<file path="src/rtl/updn_pkg.sv">
package updn_pkg;
  typedef enum logic [1:0] {
    OP_HOLD = 2'd0,
    OP_LOAD = 2'd1,
    OP_INC  = 2'd2,
    OP_DEC  = 2'd3
  } step_op_e;
endpackage

</file>
<file path="src/rtl/updn_ctrl.sv">
module updn_ctrl
  import updn_pkg::*;
(
  input  logic     load,
  input  logic     cnt_en,
  input  logic     chain_en,
  input  logic     up,
  output step_op_e op
);
  logic run;
  assign run = cnt_en & chain_en;

  always_comb begin
    if (load)     op = OP_LOAD;
    else if (run) op = up ? OP_INC : OP_DEC;
    else          op = OP_HOLD;
  end
endmodule

</file>
<file path="src/rtl/updn_step.sv">
module updn_step
  import updn_pkg::*;
#(
  parameter int WIDTH = 8
) (
  input  step_op_e         op,
  input  logic [WIDTH-1:0] cur,
  input  logic [WIDTH-1:0] preset,
  output logic [WIDTH-1:0] nxt
);
  localparam logic [WIDTH-1:0] ONE = WIDTH'(1);

  always_comb begin
    unique case (op)
      OP_LOAD: nxt = preset;
      OP_INC:  nxt = cur + ONE;
      OP_DEC:  nxt = cur - ONE;
      default: nxt = cur;
    endcase
  end
endmodule

</file>
<file path="src/rtl/updn_tc.sv">
module updn_tc #(
  parameter int WIDTH = 8
) (
  input  logic [WIDTH-1:0] cur,
  input  logic             up,
  input  logic             chain_en,
  output logic             term
);
  localparam logic [WIDTH-1:0] TOP = {WIDTH{1'b1}};
  localparam logic [WIDTH-1:0] BOT = '0;

  logic at_end;
  assign at_end = up ? (cur == TOP) : (cur == BOT);
  assign term   = chain_en & at_end;
endmodule

</file>
<file path="src/rtl/updn_counter.sv">
module updn_counter
  import updn_pkg::*;
#(
  parameter int WIDTH = 8
) (
  input  logic             clk,
  input  logic             clr_n,
  input  logic             load,
  input  logic [WIDTH-1:0] preset,
  input  logic             cnt_en,
  input  logic             chain_en,
  input  logic             up,
  output logic [WIDTH-1:0] count,
  output logic             term
);
  localparam logic [WIDTH-1:0] ONE = WIDTH'(1);

  step_op_e         op;
  logic [WIDTH-1:0] nxt;
  logic             tc_raw;

  updn_ctrl u_ctrl (
    .load     (load),
    .cnt_en   (cnt_en),
    .chain_en (chain_en),
    .up       (up),
    .op       (op)
  );

  updn_step #(.WIDTH(WIDTH)) u_step (
    .op     (op),
    .cur    (count),
    .preset (preset),
    .nxt    (nxt)
  );

  updn_tc #(.WIDTH(WIDTH)) u_tc (
    .cur      (count),
    .up       (up),
    .chain_en (chain_en),
    .term     (tc_raw)
  );

  assign term = tc_raw;

  always_ff @(posedge clk or negedge clr_n) begin
    if (!clr_n) count <= '0;
    else        count <= nxt;
  end


  load_wins_chk: assert property (@(posedge clk) disable iff (!clr_n)
    load |=> count == $past(preset));


  step_up_chk: assert property (@(posedge clk) disable iff (!clr_n)
    (!load && cnt_en && chain_en && up) |=> count == $past(count) + ONE);


  step_down_chk: assert property (@(posedge clk) disable iff (!clr_n)
    (!load && cnt_en && chain_en && !up) |=> count == $past(count) - ONE);


  hold_chk: assert property (@(posedge clk) disable iff (!clr_n)
    (!load && !(cnt_en && chain_en)) |=> $stable(count));


  always_comb begin
    gated_tc_chk: assert (chain_en || !term);
  end
endmodule

</file>
<file path="config.mk">
export PLATFORM = sky130hd
export DESIGN_NAME = updn_counter
export DESIGN_NICKNAME = d
export VERILOG_FILES = /design/src/rtl/updn_pkg.sv /design/src/rtl/updn_ctrl.sv /design/src/rtl/updn_step.sv /design/src/rtl/updn_tc.sv /design/src/rtl/updn_counter.sv
export SDC_FILE = /design/constraint.sdc
export NUM_CORES = 1
export LEC_CHECK = 0
export CAP_MARGIN = 20
export CORE_MARGIN = 5
export CORE_UTILIZATION = 28
export CTS_CLUSTER_SIZE = 25
export DETAILED_ROUTE_END_ITERATION = 8
export SYNTH_ARGS = -nofsm -noshare
export SYNTH_HDL_FRONTEND = slang
export SYNTH_HIERARCHICAL = 1
export SYNTH_SLANG_ARGS = --single-unit
</file>
<file path="constraint.sdc">
create_clock -name clk -period 1.7 [get_ports clk]
set_input_delay 0.51 -clock clk [delete_from_list [all_inputs] [get_ports clk]]
set_output_delay 0.51 -clock clk [all_outputs]
set_load 0.01 [all_outputs]
</file>
# Word level (Yosys, flattened, before mapping)
# Cells that the tools add are included.
# classes
order_cmp	0
multipliers	0
n_eq_ne	4
n_bitwise	2
addsub	2
mux	5
shifts	0
reduce_logical	2
div	0
# op_table
operator	count
one-hot mux 8 bit (3 select lines)	1
adder 8 x 1 -> 8 bit, second input constant	1
== test 8 bit, second input constant	1
zero test 8 bit	1
subtractor 8 x 1 -> 8 bit, second input constant	1
== test 2 bit, second input constant	2
2-to-1 mux 2 bit	2
nonzero test 3 bit	1
bitwise AND 1 bit	2
== test 2 x 1 -> 1 bit, second input constant	1
2-to-1 mux 1 bit	2
# totals
mem_bits_ro	0
word_cells	16
ram_bits	0
input_bits	14
ff_bits	8
latch_bits	0
n_memories	0

# Depth between registers and ports, before layout
# logic_depth
word_depth	5
ltp_mapped	11

# Modules after synthesis
# The synthesis kept the hierarchy.
# modules_own_cells
mod	n_inst	cells_per_inst	area_each_um2	seq_area_each_um2
updn_step	1	93	601.8	0.0
updn_counter	1	8	200.2	200.2
updn_tc	1	7	58.8	0.0
updn_ctrl	1	3	15.0	0.0

# Worst setup path before layout
# OpenSTA, ideal clock, no wires.
# synth_path
path_kind	input-to-reg
start	input cnt_en
end	register count[7]
path_slack_ps	-836
path_stages	11
arrival_time_ps	2389
path_buffers	1
t_required_ps	1554
path_cell_list	nand2_1 -> o21bai_1 -> buf_2 -> nand2_1 -> inv_1 -> ha_1 -> or3b_2 -> a31oi_1 -> a311oi_1 -> a21oi_1 -> a311oi_1
# synth_between
elab_chain_len	5
# synth_rtl
item	line_no	text
start, declared	updn_counter.sv:10	input logic cnt_en,
bitwise AND 1 bit (*)	updn_ctrl.sv:11	assign run = cnt_en & chain_en;
2-to-1 mux 2 bit (*)	updn_ctrl.sv:15	else if (run) op = up ? OP_INC : OP_DEC;
2-to-1 mux 2 bit (*)	updn_ctrl.sv:14	if (load) op = OP_LOAD;
via op[0]	updn_counter.sv:18	step_op_e op;
== test 2 bit or == test 2 x 1 -> 1 bit (tied branches)	updn_step.sv:14	unique case (op)
one-hot mux 8 bit (3 select lines) (*)	updn_step.sv:14	
via nxt[7]	updn_counter.sv:19	logic [WIDTH-1:0] nxt;
end signal, assigned	updn_counter.sv:48	else count <= nxt;
end, declared	updn_counter.sv:13	output logic [WIDTH-1:0] count,
# The timed path passes the listed nets; every way through them passes the cells marked *.
# A chain may end at the register's enable or synchronous reset.

# Worst setup path in the final report
# layout_path
start	input load
end	register count[7]
# layout_between
elab_chain_len	3
# layout_rtl
item	line_no	text
start, declared	updn_counter.sv:8	input logic load,
2-to-1 mux 2 bit (*)	updn_ctrl.sv:14	
via op[0]	updn_counter.sv:18	
== test 2 bit or == test 2 x 1 -> 1 bit (tied branches)	updn_step.sv:14	
one-hot mux 8 bit (3 select lines) (*)	updn_step.sv:14	
via nxt[7]	updn_counter.sv:19	
# Marked as above.

==> metrics <==
outcome finished, violations left; failing checks negative setup slack; Iter 0 DRT Violations 22; final setup fails 6; Main synth FF type dfrtp_1; Syn Nets around 130; vias 1,073; RSZ-0062 raised after global routing true; Post-synth top cells a21oi_1 (12), nand2_1 (10), dfrtp_1 (8), nor2_1 (7), o21ai_0 (6); vias per cell 4.97; Setup Skew approximately 0.0066 ns; synth top area cells dfrtp_1 (23%), a21oi_1 (6.9%), nand2_1 (4.3%); Crit Reg-Reg Endpoint count[7]; IO Port Bufs 22; CP Data Required Time ~1.8 ns; count of pins over their slew limit 0; IO Pins 23; gr usage total roughly 16%; Mapped Cells around 110; hold_buf cts 0; crit path time final approximately 2.0 ns; CTS tree yes; critical-path cell list buf_6 -> o21bai_4 -> buf_6 -> nand2_8 -> buf_4 -> buf_4 -> o22ai_1 -> buf_4 -> a31o_2 -> a2111oi_2 -> a311oi_1; share of layout cells above drive strength 1 about half; top-count cell post-synth a21oi_1; Cell variety after synth 49; Reg-to-Reg Start count[3]; Leak approximately 0.70 nW; row cnt 20; hold slack 0.545 ns; number of global-route vias before repair roughly 1,100; area grow syn2layout 89.7%; Internal Pwr Total roughly 0.64 mW; Async S/R FF share, synth 100%; met1 Use GR roughly 17%; Chip Height around 66 um; sw power approximately 0.40 mW; Num CTS Buffers 3; final RePlAce weighted congestion a little under 0.8; die extent in x ~66 um; Final period util 120%; Layout Nets 190; slowest stage cell, crit path a2111oi_2; crit path max fanout 5; crit path launch type primary input; worst setup path class primary input to flip-flop; Mapped Area approximately 900 um2; CTS Sinks 8; Fmax achieved approximately 490 MHz; GRT busiest layer met2; max cap viols 0; Max H-tree Level 1; Comb pwr share between 60% and 70%; met3 Use GR under 10%; Max-slew headroom between 70 and 80%; Setup crit end kind flip-flop; cell family with most CP delay compound AO/OA/AOI/OAI gates; pin count of the biggest net entering global routing 17; # DRC 0; HPWL after detailed placement about 2.2 mm; R2R depth 6; Core Footprint roughly 0.0030 mm2; PD cells 630 mW/mm2; Yosys warnings 6; total global routing overflow 0; total die area 0.00435 mm2; syn avg cell area 7.89 um2; Setup WS post-layout -0.332 ns; routed len/inst 15.1 um; Final Hold Fails 0; TritonRoute pass-1 iters 4; Core Util, Final 54.9%; filler cell count ~280; Synth top area share a little under a quarter; TNS Setup -1.13 ns; final instance area roughly 0.0017 mm2; Diodes inserted 0; VDD IR-drop max around 0.00045 V; Buf/Inv on CP 5; dpl cell area 0.00140 mm2; clock latency on the worst-skew pair 0.26 ns; Reg clk slew, reported paths approximately 0.060 ns; crit path from load; max FFs per register 8; Seq cells post-synth 8; initial antenna violation count 0; Max Root-Sink Buffers 2; Clock Power Share 13.8%; global-route wire length before repair around 5.2 mm; Post-synth EDFFs 0; ANT nets after route 0; Top reg by flops count; Levels on crit path 11; sequential fraction of the synthesis area approximately 23%; Initial Utilization roughly 29%; clk root buf clkbuf_4; reg2reg setup slack -0.23 ns; critical path arrival roughly 2.2 ns; Max stage delay on crit path 0.34 ns; crit-path most repeated cell buf_4; Post-Route WL 3.27 mm; grt met2 use between 20 and 30%; post-synth top area cell dfrtp_1; Worst Hold Class primary input to asynchronous set/reset pin; Worst-Margin Slew a little under 0.4 ns; Sw Share about two fifths; largest registers count: 8 flops; sequential share of power between 20% and 30%
[power by group through the flow]
stage          registers (mW)  logic [mW]  clock network, mW
4_1_cts                 0.254       0.574              0.152
6_report                0.255       0.647              0.144
2_1_floorplan           0.276       0.279                  0
3_3_place_gp            0.253       0.537                  0
3_5_place_dp            0.253       0.546                  0
5_1_grt                 0.259       0.695              0.166
[how the worst max path moves through the flow]
stage and to:
2_1_floorplan count[7], 4_1_cts count[7], 3_5_place_dp count[6], 6_report count[7], 3_3_place_gp count[6], 5_1_grt count[7]
[timing repair]
item / in CTS / in global routing
hold endpoints to repair: 0 / 0
gates cloned: 0 / 0
gates resized for setup: 43 / 24
buffers inserted: 10 / 2
setup endpoints to repair: 17 / 8
pin swaps: 11 / 11
[cells in the final DEF, fill, tap and decap left out, types with 4 or more instances in the layout]
master and instances:
nor2_1 5, a21oi_1 10, buf_4 39, inv_1 4
buf_6 9, clkdlybuf4s50_1 9, dfrtp_1 7, nand2_1 8
dlygate4sd2_1 8, nand3_1 4
[layout make-up]
cell class                      instances  area [um2]  share of cell area (%)
Tap cell                               44        55.1                    3.31
Clock buffer                            3        22.5                    1.36
Multi-Input combinational cell         88         781                    47.0
Inverter                                6        27.5                    1.66
Sequential cell                         8         201                    12.1
Timing Repair Buffer                   67         574                    34.6
[per-layer routing]
metal / part of all wire [%] / vias to the layer above / wire length (um)
met3: 3.1 / 2 / 102
met1: 41 / 512 / 1360
met2: 54 / 18 / 1780
met4: 1.0 / 0 / 34
met5: 0 / - / 0
li1: - / 541 / -
[cell families after synthesis]
logic type / Yosys count / share of synthesized area, %
AO/OA/AOI/OAI: 38 / 30.4
XOR/XNOR: 5 / 5.00
adder cells (fa/ha/maj): 2 / 2.86
buffers and inverters: 15 / 8.71
flip-flops: 8 / 22.9
multiplexers: 4 / 4.71
AND/OR/NAND/NOR: 39 / 25.4
[through the flow]
step	power (mW)	cells	setup WS, ns
2_1_floorplan	0.555	111	-0.459
3_3_place_gp	0.789	201	-1.16
3_5_place_dp	0.799	201	-1.14
4_1_cts	0.980	214	-0.287
5_1_grt	1.12	216	-0.416
6_report	1.05	216	-0.332
Note: power is estimated with default switching activity, not from simulation.
